--- config.mk ---
export PLATFORM = sky130hd
export DESIGN_NAME = fwd_table_regs
export DESIGN_NICKNAME = d
export VERILOG_FILES = /design/src/rtl/ftr_pkg.sv /design/src/rtl/ftr_sweep_fsm.sv /design/src/rtl/ftr_entry_store.sv /design/src/rtl/fwd_table_regs.sv
export SDC_FILE = /design/constraint.sdc
export NUM_CORES = 2
export LEC_CHECK = 0
export ABC_AREA = 0
export BUFFER_PORTS_ARGS = -buffer_cell sky130_fd_sc_hd__buf_4
export CAP_MARGIN = 10
export CORE_MARGIN = 10
export CORE_UTILIZATION = 55
export CTS_BUF_LIST = sky130_fd_sc_hd__clkbuf_16
export CTS_CLUSTER_DIAMETER = 50
export DETAILED_ROUTE_END_ITERATION = 7
export HOLD_SLACK_MARGIN = 0.06
export PLACE_DENSITY_LB_ADDON = 0.1
export SYNTH_ARGS = -nofsm -noshare
export SYNTH_HDL_FRONTEND = slang
export SYNTH_MEMORY_MAX_BITS = 65536
export SYNTH_SLANG_ARGS = --single-unit
--- constraint.sdc ---
create_clock -name clk -period 9.42 [get_ports clk]
set_input_delay 0.942 -clock clk [delete_from_list [all_inputs] [get_ports clk]]
set_output_delay 0.942 -clock clk [all_outputs]
set_load 0.005 [all_outputs]
--- src/rtl/ftr_pkg.sv ---
package ftr_pkg;

    typedef enum logic [0:0] {
        ST_IDLE  = 1'b0,
        ST_SWEEP = 1'b1
    } sweep_state_t;

    localparam int ENTRY_W  = 68;
    localparam int TYPE_LO  = 60;
    localparam int TC_IDX_W = 10;

    localparam logic [7:0] A_IDENT = 8'h00;
    localparam logic [7:0] A_GCTL  = 8'h08;
    localparam logic [7:0] A_TCTL  = 8'h20;
    localparam logic [7:0] A_DW0   = 8'h34;
    localparam logic [7:0] A_DW1   = 8'h38;
    localparam logic [7:0] A_DW2   = 8'h3C;
    localparam logic [7:0] A_PORT0 = 8'h40;

    localparam int GC_EN     = 31;
    localparam int GC_CLR    = 30;
    localparam int GC_AGE    = 29;
    localparam int GC_BUSY   = 16;
    localparam int TC_COMMIT = 31;

endpackage

--- src/rtl/ftr_sweep_fsm.sv ---
module ftr_sweep_fsm
    import ftr_pkg::*;
#(
    parameter int DEPTH = 64,
    parameter int IDX_W = 6
) (
    input  logic             clk,
    input  logic             rst_n,
    input  logic             start,
    output logic             busy,
    output logic             clr_en,
    output logic [IDX_W-1:0] clr_idx
);

    localparam logic [IDX_W-1:0] LAST_IDX = IDX_W'(DEPTH - 1);

    sweep_state_t     state_q, state_d;
    logic [IDX_W-1:0] idx_q;
    logic             at_last;

    assign at_last = (idx_q == LAST_IDX);

    always_ff @(posedge clk) begin
        if (!rst_n) begin
            state_q <= ST_IDLE;
            idx_q   <= '0;
        end else begin
            state_q <= state_d;
            if (state_q == ST_SWEEP && !at_last) begin
                idx_q <= idx_q + 1'b1;
            end else begin
                idx_q <= '0;
            end
        end
    end

    always_comb begin
        state_d = state_q;
        unique case (state_q)
            ST_IDLE:  if (start)   state_d = ST_SWEEP;
            ST_SWEEP: if (at_last) state_d = ST_IDLE;
            default:               state_d = ST_IDLE;
        endcase
    end

    always_comb begin
        busy    = (state_q == ST_SWEEP);
        clr_en  = busy;
        clr_idx = idx_q;
    end

endmodule

--- src/rtl/ftr_entry_store.sv ---
module ftr_entry_store
    import ftr_pkg::*;
#(
    parameter int DEPTH = 64,
    parameter int IDX_W = 6
) (
    input  logic               clk,
    input  logic               wr_en,
    input  logic [IDX_W-1:0]   wr_idx,
    input  logic [ENTRY_W-1:0] wr_data,
    input  logic               clr_en,
    input  logic [IDX_W-1:0]   clr_idx,
    input  logic [IDX_W-1:0]   rd_idx,
    output logic [ENTRY_W-1:0] rd_data
);

    logic [ENTRY_W-1:0] mem [DEPTH];

    always_ff @(posedge clk) begin
        if (clr_en) begin
            mem[clr_idx][TYPE_LO +: 2] <= 2'b00;
        end else if (wr_en) begin
            mem[wr_idx] <= wr_data;
        end
    end

    assign rd_data = mem[rd_idx];

endmodule

--- src/rtl/fwd_table_regs.sv ---
module fwd_table_regs
    import ftr_pkg::*;
#(
    parameter int          DEPTH     = 64,
    parameter int          NUM_PORTS = 3,
    parameter logic [7:0]  REV_MAJOR = 8'h01,
    parameter logic [7:0]  REV_MINOR = 8'h02
) (
    input  logic        clk,
    input  logic        rst_n,
    input  logic        bus_wr,
    input  logic        bus_rd,
    input  logic [7:0]  bus_addr,
    input  logic [31:0] bus_wdata,
    output logic [31:0] bus_rdata
);

    localparam int IDX_W = (DEPTH > 1) ? $clog2(DEPTH) : 1;

    logic                 gc_en_q, gc_age_q;
    logic [TC_IDX_W-1:0]  tc_idx_q;
    logic [ENTRY_W-1:0]   stage_q;
    logic [31:0]          port_q [NUM_PORTS];

    logic                 sweep_busy, clr_en;
    logic [IDX_W-1:0]     clr_idx;
    logic                 wr_gctl, wr_tctl, tc_accept, store_wr, sweep_start;
    logic [TC_IDX_W-1:0]  tc_field;
    logic                 in_range;
    logic [IDX_W-1:0]     tbl_idx;
    logic [ENTRY_W-1:0]   tbl_rd;
    logic [31:0]          rd_val;

    assign wr_gctl     = bus_wr && (bus_addr == A_GCTL);
    assign wr_tctl     = bus_wr && (bus_addr == A_TCTL);
    assign tc_field    = bus_wdata[TC_IDX_W-1:0];
    assign in_range    = (32'(tc_field) < 32'(DEPTH));
    assign tbl_idx     = tc_field[IDX_W-1:0];
    assign tc_accept   = wr_tctl && !sweep_busy;
    assign store_wr    = tc_accept && bus_wdata[TC_COMMIT] && in_range;
    assign sweep_start = wr_gctl && bus_wdata[GC_CLR];

    ftr_sweep_fsm #(.DEPTH(DEPTH), .IDX_W(IDX_W)) u_sweep (
        .clk     (clk),
        .rst_n   (rst_n),
        .start   (sweep_start),
        .busy    (sweep_busy),
        .clr_en  (clr_en),
        .clr_idx (clr_idx)
    );

    ftr_entry_store #(.DEPTH(DEPTH), .IDX_W(IDX_W)) u_store (
        .clk     (clk),
        .wr_en   (store_wr),
        .wr_idx  (tbl_idx),
        .wr_data (stage_q),
        .clr_en  (clr_en),
        .clr_idx (clr_idx),
        .rd_idx  (tbl_idx),
        .rd_data (tbl_rd)
    );

    always_ff @(posedge clk) begin
        if (!rst_n) begin
            gc_en_q  <= 1'b0;
            gc_age_q <= 1'b0;
            tc_idx_q <= '0;
            stage_q  <= '0;
        end else begin
            if (wr_gctl) begin
                gc_en_q  <= bus_wdata[GC_EN];
                gc_age_q <= bus_wdata[GC_AGE];
            end
            if (tc_accept) begin
                tc_idx_q <= tc_field;
                if (!bus_wdata[TC_COMMIT]) begin
                    stage_q <= in_range ? tbl_rd : '0;
                end
            end
            if (bus_wr && bus_addr == A_DW0) stage_q[67:64] <= bus_wdata[3:0];
            if (bus_wr && bus_addr == A_DW1) stage_q[63:32] <= bus_wdata;
            if (bus_wr && bus_addr == A_DW2) stage_q[31:0]  <= bus_wdata;
        end
    end

    for (genvar gp = 0; gp < NUM_PORTS; gp++) begin : g_port
        localparam logic [7:0] P_ADDR = A_PORT0 + 8'(4 * gp);
        always_ff @(posedge clk) begin
            if (!rst_n) begin
                port_q[gp] <= '0;
            end else if (bus_wr && bus_addr == P_ADDR) begin
                port_q[gp] <= bus_wdata;
            end
        end
    end

    always_comb begin
        rd_val = '0;
        case (bus_addr)
            A_IDENT: rd_val = {16'b0, REV_MAJOR, REV_MINOR};
            A_GCTL: begin
                rd_val[GC_EN]   = gc_en_q;
                rd_val[GC_CLR]  = sweep_busy;
                rd_val[GC_AGE]  = gc_age_q;
                rd_val[GC_BUSY] = sweep_busy;
            end
            A_TCTL:  rd_val = {{(32 - TC_IDX_W){1'b0}}, tc_idx_q};
            A_DW0:   rd_val = {28'b0, stage_q[67:64]};
            A_DW1:   rd_val = stage_q[63:32];
            A_DW2:   rd_val = stage_q[31:0];
            default: begin
                for (int p = 0; p < NUM_PORTS; p++) begin
                    if (bus_addr == A_PORT0 + 8'(4 * p)) rd_val = port_q[p];
                end
            end
        endcase
    end

    always_ff @(posedge clk) begin
        if (!rst_n) begin
            bus_rdata <= '0;
        end else begin
            bus_rdata <= bus_rd ? rd_val : 32'b0;
        end
    end

endmodule

==> results by group <==
Yosys
  – Syn Area/Cell: 22.4 um2
  – Share of synthesized flip-flops with an asynchronous set or reset: 0
  – Top_reg_cell synth: sky130_fd_sc_hd__edfxtp_1
  – Post-synth top area share: 0.761
  – Net Count, Synth: 7878
  – Number of instances in the synthesized netlist: 7833
  – Post-synthesis cell type with the largest combined area: sky130_fd_sc_hd__edfxtp_1
  – Yosys warning count: 0
  – Xor and xnor fraction of the mapped netlist area: 0.000150
  – Sequential area share after synthesis: 0.775
  – Cell area after synthesis: 176000 um2
  – Number of synthesized flops with an enable pin: 4448
  – Count of state elements after synthesis: 4567
  – Share of the synthesized area in compound gates (AO/OA/AOI/OAI): 0.0207
  – Adder-cell share of the synthesized area: 0.0000713
  – Mux share of post-synthesis cell area: 0.170
  – Cells taking the most area after synthesis: sky130_fd_sc_hd__edfxtp_1 (76%), sky130_fd_sc_hd__mux4_2 (15%), sky130_fd_sc_hd__mux2i_1 (1.9%), sky130_fd_sc_hd__dfxtp_1 (1.4%), sky130_fd_sc_hd__and2_1 (0.73%)
  – Largest family of logic cells by synthesized area: multiplexers
  – Basic-gate share of the synthesized area counting and, or, nand and nor cells: 0.0231
  – Distinct cells, synth: 84

Timing
  – Share of the clock period used by the worst path after layout: 0.523
  – Endpoints failing hold: 0
  – Count of final setup violators: 0
  – Peak clock frequency supported by timing: 203 MHz
  – Final Worst Setup Slack: 4.50 ns
  – Final slew viol count: 0
  – Worst hold slack: 0.288 ns
  – Sum Neg Setup Slack: 0 ns
  – Slew at the pin with the worst max-slew slack: 1.25 ns
  – Unrepaired setup endpoints after global routing: no
  – Worst slew slack as a fraction of its limit: 0.162
  – Final setup skew: 0.0416 ns
  – Minimum period implied by the final worst setup slack: 4.92 ns

Global route
  – Antenna violations before repair: 23
  – Pin count of the biggest net entering global routing: 110
  – Global-route wire length before repair: 709000 um
  – Gr ovfl total: 0
  – Vias in the first global route: 87100
  – GR Util All Layers: 0.297

Routing
  – Routed WL per cell: 39.8 um
  – Number of vias per cell: 6.90
  – First-pass DRT Iterations: 6
  – Number of nets with antenna violations after routing: 0
  – Violation count after the first detailed-routing iteration: 14100
  – Vias post-DR: 88900
  – Sum of routed wire length over all layers: 512000 um
  – Detailed-route DRC error count: 0

Worst setup path
  – Count of cells along the worst register-to-register path: 7
  – CP endpoint kind: flip-flop
  – Cell breakdown of the critical path: buf_4 > or4_1 > nor3_4 > buf_4 > and3_4 > nand3b_4 > nor2_4 > buf_4
  – Cell with the largest stage delay on the worst path: sky130_fd_sc_hd__buf_4
  – Crit path launch type: input pin
  – Most Frequent Cell on Critical Path: sky130_fd_sc_hd__buf_4
  – Delay of the slowest cell on the worst path: 0.90 ns
  – Worst setup path class: in2reg
  – Critical path data required time: 10.01 ns
  – Data arrival time at the worst-slack endpoint: 5.51 ns
  – Maximum net fanout on the critical path: 46

Final layout
  – Most frequent cells in the layout: sky130_fd_sc_hd__edfxtp_1 (4448), sky130_fd_sc_hd__mux4_2 (1166), sky130_fd_sc_hd__clkbuf_16 (496)
  – Area Growth Syn to Fin: 13.3%
  – Most common library cell in the layout ignoring fill and taps: sky130_fd_sc_hd__edfxtp_1
  – Layout cell share with drive strength beyond 1: 0.281
  – Area of all placed cells without fillers: 199000 um2
  – # fillers: 21400
  – Nets: 8286

Floorplanning
  – Standard-cell rows: 207
  – Area of the core region: 318000 um2
  – Boundary pin count: 76
  – Die H: 585 um
  – Die Footprint: 342000 um2
  – Initial core utilization: 0.552
  – Width of the die: 585 um

Power
  – Static leakage: 68.4 nW
  – Total power divided by cell area: 213 nW/um2
  – Worst supply voltage drop on vdd: 186 uV

Worst hold path
  – Kind of path behind the tightest hold check: in2reg
  – Worst hold path stage count: 2

Clocking
  – Postcts setup bufs: 0
  – TritonCTS Buffers: 484
  – Latest clock arrival within the worst-skew pair: 1.00 ns
  – Resized cells post-CTS: 0
  – CTS tree: built
  – Htree depth: 5
  – Root buffer cell: sky130_fd_sc_hd__clkbuf_16
  – Clock transition at the registers of the reported paths: 0.06 ns
  – Clk sink count: 4567
  – Number of buffers inserted for hold repair after clock tree synthesis: 0
  – Maximum buffer depth of the clock tree: 4

Place
  – Instance area at placement: 183000 um2
  – Post-detailed-placement half-perimeter wirelength: 292000 um
  – Worst setup slack after placement: 3.58 ns
  – Count of buffers from port buffering: 75
  – Placer Congestion: 0.873

Status
  – Run status: finished, final reports clean

Flow run
  – Max-cap violations: 0
## routing by layer
| metal | routed length (um) | track usage |
|---|---|---|
| met4 | 26900 | 0.132 |
| met5 | 14 | 0 |
| met2 | 234000 | 0.446 |
| met1 | 193000 | 0.423 |
| met3 | 57500 | 0.0686 |
## area by class of cell
class,count,area (um2),share of cell area
inverter,8,48.8,0.000245
sequential,4567,136000,0.684
multi-input combinational,2797,38200,0.192
clock inverter,415,3710,0.0187
tap,4180,5230,0.0263
clock buffer,496,12400,0.0624
antenna,31,77.6,0.000390
timing repair buffer,383,3230,0.0162
## sequential cells by signal, indices dropped and copies added, names as in the netlist
signal	count
tc_idx_q	10
stage_q	68
bus_rdata	32
u_sweep.clr_idx	6
u_store.mem	4352
port_q	96
gc_en_q	1
u_sweep.busy	1
gc_age_q	1
## metrics by stage
stage / util / cells / total power [W]
floorplan: - / 7833 / 0.0231
global placement: 0.574 / 11900 / 0.0235
detailed placement: 0.574 / 11900 / 0.0235
CTS: 0.625 / 12800 / 0.0424
global route: 0.626 / 12900 / 0.0433
finish: 0.626 / 12900 / 0.0423
## report_power, final
part / internal, W / leakage, nW / switching, W / total, W
Sequential: 0.0220 / 46.6 / 0.00000786 / 0.0220
Clock: 0.0112 / 8.18 / 0.00796 / 0.0191
Combinational: 0.000414 / 13.7 / 0.000725 / 0.00114
Total: 0.0336 / 68.4 / 0.00869 / 0.0423
## critical path, delay by kind of cell
| family | cells | cell delay [ns] |
|---|---|---|
| buf+inv | 3 | 1.38 |
| simple gates | 5 | 3.00 |
## logic make-up (layout without fill, tap and decap cells)
family / after synthesis / count (layout)
compound gates: 503 / 503
xor+xnor: 3 / 3
fa+ha+maj: 1 / 1
buf+inv: 469 / 1302
flops: 4567 / 4567
mux: 1517 / 1517
other cells: 0 / 31
simple gates: 773 / 773
## Yosys cell counts, types with 63 or more instances
| master | n |
|---|---|
| sky130_fd_sc_hd__edfxtp_1 | 4448 |
| sky130_fd_sc_hd__mux4_2 | 1166 |
| sky130_fd_sc_hd__mux2i_1 | 326 |
| sky130_fd_sc_hd__clkbuf_1 | 252 |
| sky130_fd_sc_hd__nor2_1 | 225 |
| sky130_fd_sc_hd__and2_1 | 204 |
| sky130_fd_sc_hd__buf_2 | 141 |
| sky130_fd_sc_hd__nand2_1 | 126 |
| sky130_fd_sc_hd__dfxtp_1 | 119 |
| sky130_fd_sc_hd__a22oi_1 | 97 |
| sky130_fd_sc_hd__a21oi_1 | 75 |
| sky130_fd_sc_hd__a221oi_1 | 70 |
| sky130_fd_sc_hd__o22ai_1 | 63 |
## worst paths after layout
| path | from | to | slack (ns) |
|---|---|---|---|
| setup reg to reg | u_sweep.busy$_SDFF_PN0_ | u_store.mem[36][27]$_DFFE_PP_ | 4.84 |
| setup / recovery | bus_addr[3] | u_store.mem[36][27]$_DFFE_PP_ | 4.50 |
| hold / removal | bus_wdata[20] | port_q[1][20]$_SDFFCE_PN0P_ | 0.29 |
| hold reg to reg | gc_age_q$_SDFFE_PN0P_ | gc_age_q$_SDFFE_PN0P_ | 0.49 |
No activity file was read; power rests on OpenSTA's default activity.
